`config.mk`:
```
export PLATFORM = sky130hd
export DESIGN_NAME = irq_prio_ctrl
export DESIGN_NICKNAME = d
export VERILOG_FILES = /design/src/rtl/irq_prio_pkg.sv /design/src/rtl/irq_sync.sv /design/src/rtl/irq_cfg_regs.sv /design/src/rtl/irq_pin_detect.sv /design/src/rtl/irq_arbiter.sv /design/src/rtl/irq_prio_ctrl.sv
export SDC_FILE = /design/constraint.sdc
export NUM_CORES = 1
export LEC_CHECK = 0
export BUFFER_PORTS_ARGS = -buffer_cell sky130_fd_sc_hd__buf_4
export CAP_MARGIN = 20
export CORE_ASPECT_RATIO = 0.8
export CORE_MARGIN = 2
export CORE_UTILIZATION = 50
export CTS_CLUSTER_DIAMETER = 40
export CTS_CLUSTER_SIZE = 30
export DETAILED_ROUTE_END_ITERATION = 12
export PLACE_DENSITY = 0.69
export SYNTH_ARGS = -nofsm -noshare
export SYNTH_HDL_FRONTEND = slang
export SYNTH_SLANG_ARGS = --single-unit
```
`constraint.sdc`:
```
create_clock -name clk -period 5.5 [get_ports clk]
set_input_delay 0.275 -clock clk [delete_from_list [all_inputs] [get_ports clk]]
set_output_delay 0.275 -clock clk [all_outputs]
set_load 0.05 [all_outputs]
```
`src/rtl/irq_prio_pkg.sv`:
```
package irq_prio_pkg;

  typedef enum logic [1:0] {
    SNS_LOW  = 2'b00,
    SNS_FALL = 2'b01,
    SNS_RISE = 2'b10,
    SNS_HIGH = 2'b11
  } sense_t;

  localparam logic [1:0] REG_CTRL  = 2'd0;
  localparam logic [1:0] REG_SENSE = 2'd1;
  localparam logic [1:0] REG_PRIO  = 2'd2;
  localparam logic [1:0] REG_CLEAR = 2'd3;

  localparam int CTL_NMI_RISE = 0;
  localparam int CTL_EN_LO    = 1;
  localparam int CTL_EN_HI    = 2;
  localparam int CTL_AUTO     = 3;
  localparam int CTL_W        = 4;

endpackage

```
`src/rtl/irq_sync.sv`:
```
module irq_sync #(
  parameter int W = 1
) (
  input  logic         clk,
  input  logic         rst_n,
  input  logic [W-1:0] din,
  output logic [W-1:0] q,
  output logic [W-1:0] q_d
);

  logic [W-1:0] st1_q, st2_q, st3_q;

  always_ff @(posedge clk or negedge rst_n) begin
    if (!rst_n) begin
      st1_q <= '0;
      st2_q <= '0;
      st3_q <= '0;
    end else begin
      st1_q <= din;
      st2_q <= st1_q;
      st3_q <= st2_q;
    end
  end

  assign q   = st2_q;
  assign q_d = st3_q;

endmodule

```
`src/rtl/irq_cfg_regs.sv`:
```
module irq_cfg_regs
  import irq_prio_pkg::*;
#(
  parameter int N      = 8,
  parameter int PW     = 4,
  parameter int DW     = 32,
  parameter int BLANK  = 6,
  localparam int CNT_W = $clog2(BLANK + 1)
) (
  input  logic            clk,
  input  logic            rst_n,
  input  logic            we,
  input  logic [1:0]      addr,
  input  logic [DW-1:0]   wdata,
  output logic            nmi_rise,
  output logic            mode_on,
  output logic            auto_mask,
  output logic [2*N-1:0]  sense,
  output logic [N*PW-1:0] prio,
  output logic [N-1:0]    clr,
  output logic            blank_act
);

  logic [CTL_W-1:0] ctrl_q, ctrl_d;
  logic [2*N-1:0]   sense_q, sense_d;
  logic [N*PW-1:0]  prio_q, prio_d;
  logic [CNT_W-1:0] blank_q, blank_d;
  logic             wr_ctrl;

  assign wr_ctrl = we && (addr == REG_CTRL);

  always_comb begin
    ctrl_d  = ctrl_q;
    sense_d = sense_q;
    prio_d  = prio_q;
    if (wr_ctrl)                      ctrl_d  = wdata[CTL_W-1:0];
    if (we && (addr == REG_SENSE))    sense_d = wdata[2*N-1:0];
    if (we && (addr == REG_PRIO))     prio_d  = wdata[N*PW-1:0];
    if (wr_ctrl)                      blank_d = CNT_W'(BLANK);
    else if (blank_q != '0)           blank_d = blank_q - CNT_W'(1);
    else                              blank_d = blank_q;
  end

  always_ff @(posedge clk or negedge rst_n) begin
    if (!rst_n) begin
      ctrl_q  <= '0;
      sense_q <= '0;
      prio_q  <= '0;
      blank_q <= '0;
    end else begin
      ctrl_q  <= ctrl_d;
      sense_q <= sense_d;
      prio_q  <= prio_d;
      blank_q <= blank_d;
    end
  end

  assign nmi_rise  = ctrl_q[CTL_NMI_RISE];
  assign mode_on   = ctrl_q[CTL_EN_LO] & ctrl_q[CTL_EN_HI];
  assign auto_mask = ctrl_q[CTL_AUTO];
  assign sense     = sense_q;
  assign prio      = prio_q;
  assign clr       = (we && (addr == REG_CLEAR)) ? wdata[N-1:0] : '0;
  assign blank_act = (blank_q != '0);

endmodule

```
`src/rtl/irq_pin_detect.sv`:
```
module irq_pin_detect
  import irq_prio_pkg::*;
(
  input  logic       clk,
  input  logic       rst_n,
  input  logic       pin_s,
  input  logic       pin_sd,
  input  logic [1:0] sense,
  input  logic       mode_on,
  input  logic       clr,
  input  logic       take,
  output logic       req
);

  logic pend_q, pend_d;
  logic edge_now, lvl_type, lvl_hit;

  always_comb begin
    edge_now = 1'b0;
    lvl_type = 1'b0;
    lvl_hit  = 1'b0;
    unique case (sense_t'(sense))
      SNS_LOW:  begin lvl_type = 1'b1; lvl_hit = ~pin_s; end
      SNS_HIGH: begin lvl_type = 1'b1; lvl_hit = pin_s;  end
      SNS_FALL: edge_now = ~pin_s & pin_sd;
      SNS_RISE: edge_now = pin_s & ~pin_sd;
      default:  edge_now = 1'b0;
    endcase
    if (mode_on) pend_d = (pend_q | edge_now) & ~clr & ~take;
    else         pend_d = 1'b0;
    req = mode_on & (lvl_type ? lvl_hit : (pend_q | edge_now));
  end

  always_ff @(posedge clk or negedge rst_n) begin
    if (!rst_n) pend_q <= 1'b0;
    else        pend_q <= pend_d;
  end

endmodule

```
`src/rtl/irq_arbiter.sv`:
```
module irq_arbiter #(
  parameter int N       = 8,
  parameter int PW      = 4,
  localparam int IDX_W  = (N > 1) ? $clog2(N) : 1
) (
  input  logic [N-1:0]    req,
  input  logic [N*PW-1:0] prio,
  output logic            found,
  output logic [IDX_W-1:0] idx,
  output logic [PW-1:0]   lvl
);

  always_comb begin
    found = 1'b0;
    idx   = '0;
    lvl   = '0;
    for (int i = 0; i < N; i++) begin
      if (req[i] && (prio[i*PW +: PW] > lvl)) begin
        found = 1'b1;
        idx   = IDX_W'(i);
        lvl   = prio[i*PW +: PW];
      end
    end
  end

endmodule

```
`src/rtl/irq_prio_ctrl.sv`:
```
module irq_prio_ctrl
  import irq_prio_pkg::*;
#(
  parameter int N_PINS    = 8,
  parameter int PRIO_W    = 4,
  parameter int DATA_W    = 32,
  parameter int BLANK_CYC = 6,
  localparam int SRC_W    = $clog2(N_PINS + 1),
  localparam int LVL_W    = PRIO_W + 1
) (
  input  logic              clk,
  input  logic              rst_n,
  input  logic              cfg_we,
  input  logic [1:0]        cfg_addr,
  input  logic [DATA_W-1:0] cfg_wdata,
  input  logic              nmi_pin,
  input  logic [N_PINS-1:0] irq_pins,
  input  logic [PRIO_W-1:0] cpu_mask,
  input  logic              cpu_block,
  input  logic              cpu_sleep,
  output logic              acc_valid,
  output logic [SRC_W-1:0]  acc_src,
  output logic [LVL_W-1:0]  acc_level,
  output logic              mask_upd,
  output logic [PRIO_W-1:0] mask_new
);

  localparam int IDX_W = (N_PINS > 1) ? $clog2(N_PINS) : 1;

  logic [1:0]           rst_sync_q;
  logic                 rst_int_n;
  logic                 nmi_rise, mode_on, auto_mask, blank_act;
  logic [2*N_PINS-1:0]  sense;
  logic [N_PINS*PRIO_W-1:0] prio;
  logic [N_PINS-1:0]    clr, pin_s, pin_sd, pin_req, pin_take;
  logic                 nmi_s, nmi_sd, nmi_edge, nmi_req;
  logic                 nmi_pend_q, nmi_pend_d;
  logic                 pin_found;
  logic [IDX_W-1:0]     pin_idx;
  logic [PRIO_W-1:0]    pin_lvl;
  logic                 take_nmi, take_pin;
  logic                 acc_valid_q, acc_valid_d;
  logic [SRC_W-1:0]     acc_src_q, acc_src_d;
  logic [LVL_W-1:0]     acc_level_q, acc_level_d;
  logic                 mask_upd_q, mask_upd_d;
  logic [PRIO_W-1:0]    mask_new_q, mask_new_d;

  always_ff @(posedge clk or negedge rst_n) begin
    if (!rst_n) rst_sync_q <= '0;
    else        rst_sync_q <= {rst_sync_q[0], 1'b1};
  end
  assign rst_int_n = rst_sync_q[1];

  irq_cfg_regs #(
    .N(N_PINS), .PW(PRIO_W), .DW(DATA_W), .BLANK(BLANK_CYC)
  ) u_cfg (
    .clk(clk), .rst_n(rst_int_n), .we(cfg_we), .addr(cfg_addr),
    .wdata(cfg_wdata), .nmi_rise(nmi_rise), .mode_on(mode_on),
    .auto_mask(auto_mask), .sense(sense), .prio(prio), .clr(clr),
    .blank_act(blank_act)
  );

  irq_sync #(.W(1)) u_nmi_sync (
    .clk(clk), .rst_n(rst_int_n), .din(nmi_pin), .q(nmi_s), .q_d(nmi_sd)
  );

  irq_sync #(.W(N_PINS)) u_pin_sync (
    .clk(clk), .rst_n(rst_int_n), .din(irq_pins), .q(pin_s), .q_d(pin_sd)
  );

  for (genvar g = 0; g < N_PINS; g++) begin : g_pin
    irq_pin_detect u_det (
      .clk(clk), .rst_n(rst_int_n), .pin_s(pin_s[g]), .pin_sd(pin_sd[g]),
      .sense(sense[2*g +: 2]), .mode_on(mode_on), .clr(clr[g]),
      .take(pin_take[g]), .req(pin_req[g])
    );
  end

  irq_arbiter #(.N(N_PINS), .PW(PRIO_W)) u_arb (
    .req(pin_req), .prio(prio), .found(pin_found), .idx(pin_idx), .lvl(pin_lvl)
  );

  always_comb begin
    nmi_edge   = ~blank_act & (nmi_rise ? (nmi_s & ~nmi_sd) : (~nmi_s & nmi_sd));
    nmi_req    = nmi_pend_q | nmi_edge;
    take_nmi   = ~acc_valid_q & nmi_req & (~cpu_block | cpu_sleep);
    take_pin   = ~acc_valid_q & ~take_nmi & pin_found & (pin_lvl > cpu_mask) & ~cpu_block;
    nmi_pend_d = nmi_req & ~take_nmi;

    pin_take = '0;
    if (take_pin) pin_take[pin_idx] = 1'b1;

    acc_valid_d = take_nmi | take_pin;
    acc_src_d   = '0;
    acc_level_d = '0;
    if (take_nmi) begin
      acc_src_d   = SRC_W'(N_PINS);
      acc_level_d = LVL_W'(2 ** PRIO_W);
    end else if (take_pin) begin
      acc_src_d   = SRC_W'(pin_idx);
      acc_level_d = LVL_W'(pin_lvl);
    end

    mask_upd_d = auto_mask & acc_valid_d;
    mask_new_d = '0;
    if (mask_upd_d) mask_new_d = take_nmi ? {PRIO_W{1'b1}} : pin_lvl;
  end

  always_ff @(posedge clk or negedge rst_int_n) begin
    if (!rst_int_n) begin
      nmi_pend_q  <= 1'b0;
      acc_valid_q <= 1'b0;
      acc_src_q   <= '0;
      acc_level_q <= '0;
      mask_upd_q  <= 1'b0;
      mask_new_q  <= '0;
    end else begin
      nmi_pend_q  <= nmi_pend_d;
      acc_valid_q <= acc_valid_d;
      acc_src_q   <= acc_src_d;
      acc_level_q <= acc_level_d;
      mask_upd_q  <= mask_upd_d;
      mask_new_q  <= mask_new_d;
    end
  end

  assign acc_valid = acc_valid_q;
  assign acc_src   = acc_src_q;
  assign acc_level = acc_level_q;
  assign mask_upd  = mask_upd_q;
  assign mask_new  = mask_new_q;

endmodule

```
==> run metrics, run 1 <==
status complete, but fails checks; failing checks setup timing; relative max-transition margin 31.1%; Comb power frac 54.6%; final worst setup slack -7.41 ns; Switching Fraction 38.4%; Cells after Synth 593; Post-synth EDFFs 0; arrival time worst endpoint 13.16 ns; Synth Area in Adders 11.9%; Total GRT Usage 27.4%; HP Class in2reg; Synthesized Nets 706; Worst Tran Pin Value 1.03 ns; WHS Endpoint u_pin_sync.st1_q[5]; most frequent cell on the critical path ha_4; Finished Core Util 74.7%; Register-to-Register Path Depth 67; final hold slack 0.0165 ns; Lkg Pwr 4.47 nW; worst r2r src u_cfg.sense[0]; Initial Util 50.9%; Clock Tree Root clkbuf_16; placed cells 973; Clk network pwr share 18.5%; Internal Power 2.29 mW; critical path's slowest cell or4_4; VDD IR-drop max 0.212 mV; most frequent cells in the layout buf_4, dfrtp_1, mux2_2; row cnt 37; final instance area 0.00954 mm²; CP Max Fanout 6; Synth Cell Area 0.00650 mm²; Post-Synth XOR/XNOR Area 0.520%; post-synthesis mux area share 13.1%; vias per std cell 5.53; die width 131 µm; total gr overflow 0; asr flop ratio synth 100%; fin. max-slew vios 0; Hold Path Depth 1; final setup fails 21; Max Fclk 0.0774 GHz; vias 5733; DRT iter0 DRCs 274; required time of the critical path 5.75 ns; Post-DP HPWL 13.3 mm; first-pass GRT wire length 30.4 mm; CP Launch Point u_cfg.sense[0]; simple logic cell fraction of the synthesized area 12.8%; Synth Warn # 0; WL per Instance 18.3 µm; Ant. Diodes 0; type of origin of the critical path register; RR Endpoint acc_valid; WS Path Type reg2reg; H-tree depth 3; core area 0.0128 mm²; commonest non-fill, non-tap cell in the layout buf_4; Final Hold Fails 0; Seq pwr share 26.9%; vias in the first global route 6055; Area growth syn-to-layout 46.8%; final period utilization 235%; Die H 106 µm; largest net degree at the start of global routing 57; CP endpoint kind register; crit-path max cell delay 0.53 ns; cts bufs inserted 9; Worst-path clk slew 0.09 ns; non-filler cells, final 1036; syn avg cell area 11.0 µm²; min-delay src irq_pins[5]; DR pass1 iterations 5; initial antenna violation count 0; Compound-Gate Fraction of Synth Area 16.5%; PortBufs 66; num ports 67; die area 0.0139 mm²; Synth cell types 84; clk_lat worst skew 0.36 ns; dpl cell area 0.00852 mm²; sequential area share after synthesis 41.2%; Yosys reg bits 107; CTS tree built; top_reg_cell synth dfrtp_1; Sink Count 107; Period minus WS final 12.91 ns; main combinational cell family by area after synthesis compound AO/OA/AOI/OAI gates; post-route ant nets 0; layout cells sized above 1 52.3%; pwr dens 389 mW/mm²; nets@finish 969; WL final 19.0 mm; number of maximum-capacitance violations 0; CTS Buffer Depth 2; residual DRC count 0; Place WS -7.61 ns; RSZ-0062 raised after global routing true; net load switching power 1.42 mW; routability cong. 0.879; R2R Setup Slk -7.41 ns; Total Power 3.71 mW; Sum Neg Setup Slack -154.02 ns; Filler cells 903; Worst Clk Skew 0.0121 ns
==> how the worst max path moves through the flow <==
stage	slack [ns]	to
global route	-7.89	acc_valid
floorplan	-7.03	g_pin[3].u_det.pend_q
global placement	-7.05	g_pin[4].u_det.pend_q
finish	-7.41	acc_valid
CTS	-7.21	acc_valid
detailed placement	-7.61	g_pin[7].u_det.pend_q
==> layout make-up <==
class                   count  area (µm²)  share of cell area (%)
multi-input cells         424        4110                    43.1
flip-flops and latches    107        2680                    28.1
repair buffers            264        2010                    21.1
clock buffers               9         225                    2.36
well taps                 175         219                    2.30
inverters                  50         190                    1.99
clock inverters             7         101                    1.06
==> what timing repair did <==
item / CTS / global route
buffers inserted: 36 / 10
gates resized for setup: 37 / 32
hold buffers: 1 / 0
endpoints found under the hold margin: 2 / 0
setup endpoints to repair: 21 / 21
cloned: 1 / 0
pin swaps: 53 / 34
==> cell families after synthesis <==
group                    after synthesis
multiplexers                          73
adder cells (fa/ha/maj)               62
AND/OR/NAND/NOR                      148
XOR/XNOR                               3
AO/OA/AOI/OAI                        136
other                                  1
buffers and inverters                 63
flip-flops                           107
==> sequential cells by signal (all words and copies together) (netlist names) <==
signal              count
acc_level               5
acc_src                 3
acc_valid               1
g_pin.u_det.pend_q      8
mask_new                4
mask_upd                1
nmi_pend_q              1
rst_sync_q              2
u_cfg.blank_q           3
u_cfg.ctrl_q            4
u_cfg.prio             32
u_cfg.sense            16
u_nmi_sync.q            1
u_nmi_sync.q_d          1
u_nmi_sync.st1_q        1
u_pin_sync.q            8
u_pin_sync.q_d          8
u_pin_sync.st1_q        8
==> routing by layer <==
| layer | GRT usage [%] | vias up | part of all wire [%] |
|---|---|---|---|
| li1 | - | 2676 | - |
| met1 | 36.1 | 2841 | 44 |
| met2 | 47.3 | 164 | 49 |
| met3 | 4.20 | 52 | 4.1 |
| met4 | 7.76 | 0 | 2.9 |
| met5 | 0 | - | 0 |
==> power by group through the flow <==
stage | clock network, mW | logic (mW) | registers (mW)
floorplan | 0 | 0.955 | 1.02
global placement | 0 | 1.62 | 1.00
detailed placement | 0 | 1.68 | 1.01
CTS | 0.697 | 1.87 | 0.997
global route | 0.736 | 2.18 | 1.01
finish | 0.685 | 2.03 | 0.999
==> synth_stat cells, types with 11 or more instances <==
master / instances / area [µm²]
nand3_1: 13 / 65.1
ha_1: 61 / 763
a21oi_1: 21 / 105
nor2b_1: 12 / 75.1
dfrtp_1: 107 / 2680
nand2_1: 36 / 135
and2_1: 12 / 75.1
o21ai_0: 21 / 105
nand3b_1: 11 / 82.6
mux2_2: 60 / 676
nor2_1: 25 / 93.8
inv_1: 50 / 188
==> worst max-delay path: cells and delay by family (launching register included) <==
family / cells / cell delay, ns
AOI/OAI and AO/OA: 22 / 4.42
adders and majority gates: 10 / 2.53
buffers and inverters: 8 / 0.86
DFF: 1 / 0.40
muxes: 5 / 1.20
and+or+nand+nor: 22 / 3.37
No activity file was read; power rests on OpenSTA's default activity.
==> run 2, diff against run 1 <==
--- a/config.mk
+++ b/config.mk
@@ -13,7 +13,9 @@
 export CTS_CLUSTER_DIAMETER = 40
 export CTS_CLUSTER_SIZE = 30
 export DETAILED_ROUTE_END_ITERATION = 12
-export PLACE_DENSITY = 0.69
+export PLACE_DENSITY = 0.7
+export SLEW_MARGIN = 30
 export SYNTH_ARGS = -nofsm -noshare
 export SYNTH_HDL_FRONTEND = slang
+export SYNTH_HIERARCHICAL = 1
 export SYNTH_SLANG_ARGS = --single-unit
==> run metrics, run 2 <==
CP endpoint kind register; DR pass1 iterations 4; CP Launch Point u_cfg/sense[0]; Die H 105 µm; sequential area share after synthesis 42.0%; met2 wire length 8.36 mm; final hold slack 0.0192 ns; fin. max-slew vios 0; Ant. Diodes 0; WL per Instance 17.6 µm; routability cong. 0.942; post-synth top area cell dfrtp_1; Synth Cell Area 0.00637 mm²; worst r2r src u_cfg/sense[0]; PortBufs 66; top sig layer met4; H-tree depth 3; Yosys reg bits 107; most frequent cells in the layout buf_4, dfrtp_1, inv_1, mux2_2, ha_1; Post-synth EDFFs 0; Cells after Synth 558; Place WS -6.94 ns; WS Path Type reg2reg; Total GRT Usage 25.5%; Area growth syn-to-layout 42.3%; DRT iter0 DRCs 299; final worst setup slack -7.03 ns; Compound-Gate Fraction of Synth Area 13.9%; Synth top area share 42.0%; failing checks setup timing; Period minus WS final 12.53 ns; vias in the first global route 5355; VDD IR-drop max 0.233 mV; simple logic cell fraction of the synthesized area 13.6%; Final Hold Fails 0; final setup fails 21; CP Max Fanout 7; Post-DP HPWL 11.5 mm; first-pass GRT wire length 27.2 mm; max reg flops 32; core area 0.0123 mm²; Worst Clk Skew 0.00866 ns; Post-Synth XOR/XNOR Area 0.275%; top-count cell post-synth dfrtp_1; relative max-transition margin 52.8%; residual DRC count 0; cts bufs inserted 9; vias per std cell 5.38; nets@finish 897; main combinational cell family by area after synthesis compound AO/OA/AOI/OAI gates; clk_lat worst skew 0.36 ns; pwr dens 383 mW/mm²; layout cells sized above 1 48.9%; Total Power 3.47 mW; Initial Util 51.8%; required time of the critical path 5.75 ns; Clock Tree Root clkbuf_16; syn avg cell area 11.4 µm²; number of maximum-capacitance violations 0; crit-path max cell delay 0.42 ns; Area contributors post-synth dfrtp_1, ha_1, mux2_2; Synth cell types 71; metal3 WL 697 µm; row cnt 36; most frequent cell on the critical path ha_4; Worst Tran Pin Value 0.709 ns; arrival time worst endpoint 12.77 ns; type of origin of the critical path register; Sink Count 107; total gr overflow 0; CTS Buffer Depth 2; vias 5161; die area 0.0137 mm²; die width 130 µm; critical path's slowest cell dfrtp_1; Synth Warn # 6; Synthesized Nets 672; largest net degree at the start of global routing 78; final period utilization 228%; initial antenna violation count 0; post-synthesis mux area share 13.0%; Max Fclk 0.0798 GHz; M1 WL 7.41 mm; most frequent cells after synthesis dfrtp_1, ha_1, inv_1; post-route ant nets 0; Synth Area in Adders 12.5%; status complete, but fails checks; top_reg_cell synth dfrtp_1; num ports 67; commonest non-fill, non-tap cell in the layout buf_4; WL final 16.9 mm; CTS tree built; RSZ-0062 raised after global routing true; min-delay src irq_pins[2]; Worst-path clk slew 0.07 ns; Finished Core Util 73.7%; Lkg Pwr 4.37 nW; HP Class in2reg; asr flop ratio synth 100%
## run 2: where the power goes
group | switching (mW) | internal, mW
registers | 0.107 | 0.896
clock network | 0.316 | 0.361
logic | 0.833 | 0.955
## run 2: kinds of logic after synthesis
family,after synthesis
xor+xnor,2
buf+inv,69
compound gates,111
other cells,1
mux,73
flops,107
simple gates,131
fa+ha+maj,64
## run 2: cell type report
cell class,count,area (µm²)
Multi-Input combinational cell,382,3910
Fill cell,836,3230
Sequential cell,107,2680
Timing Repair Buffer,223,1720
Inverter,60,228
Clock buffer,9,225
Tap cell,171,214
Clock inverter,7,85.1
## run 2: critical path, delay by kind of cell (launching register included)
kind	cells	cell delay [ns]
flip-flops	1	0.42
multiplexers	6	1.66
buffers and inverters	6	0.92
AND/OR/NAND/NOR	20	2.52
AO/OA/AOI/OAI	24	4.24
adder cells (fa/ha/maj)	10	2.63
## run 2: per-stage QoR
stage / cells / instance area, µm² / setup TNS, ns
after floorplan: 558 / 6550 / -137.96
after global routing: 959 / 9070 / -154.41
after CTS: 945 / 8830 / -135.90
after detailed placement: 889 / 7960 / -142.65
after global placement: 889 / 7960 / -129.95
final: 959 / 9070 / -144.61
## run 2: worst paths after layout
check                                              to  slack [ns]  cells past startpoint
worst max-delay path            g_pin[5].u_det/pend_q       -7.03                     66
worst min-delay path              u_pin_sync/st1_q[2]        0.02                      1
worst max register to register  g_pin[5].u_det/pend_q       -7.03                     66
worst min register to register             acc_src[2]        0.25                      0
max in group asynchronous       g_pin[6].u_det/pend_q        4.23                      1
min in group asynchronous               rst_sync_q[0]        0.23                      2
## run 2: per-layer routing
metal	track usage [%]	up-vias
met1	32.3	2559
li1	-	2456
met2	42.9	112
met4	7.53	0
met3	6.55	34
met5	0	-
## run 2: timing repair
item,CTS,global route
resized for setup,43,20
hold endpoints to repair,5,3
pin swaps,42,21
setup buffers,36,11
hold buffers,4,3
setup endpoints to repair,21,21
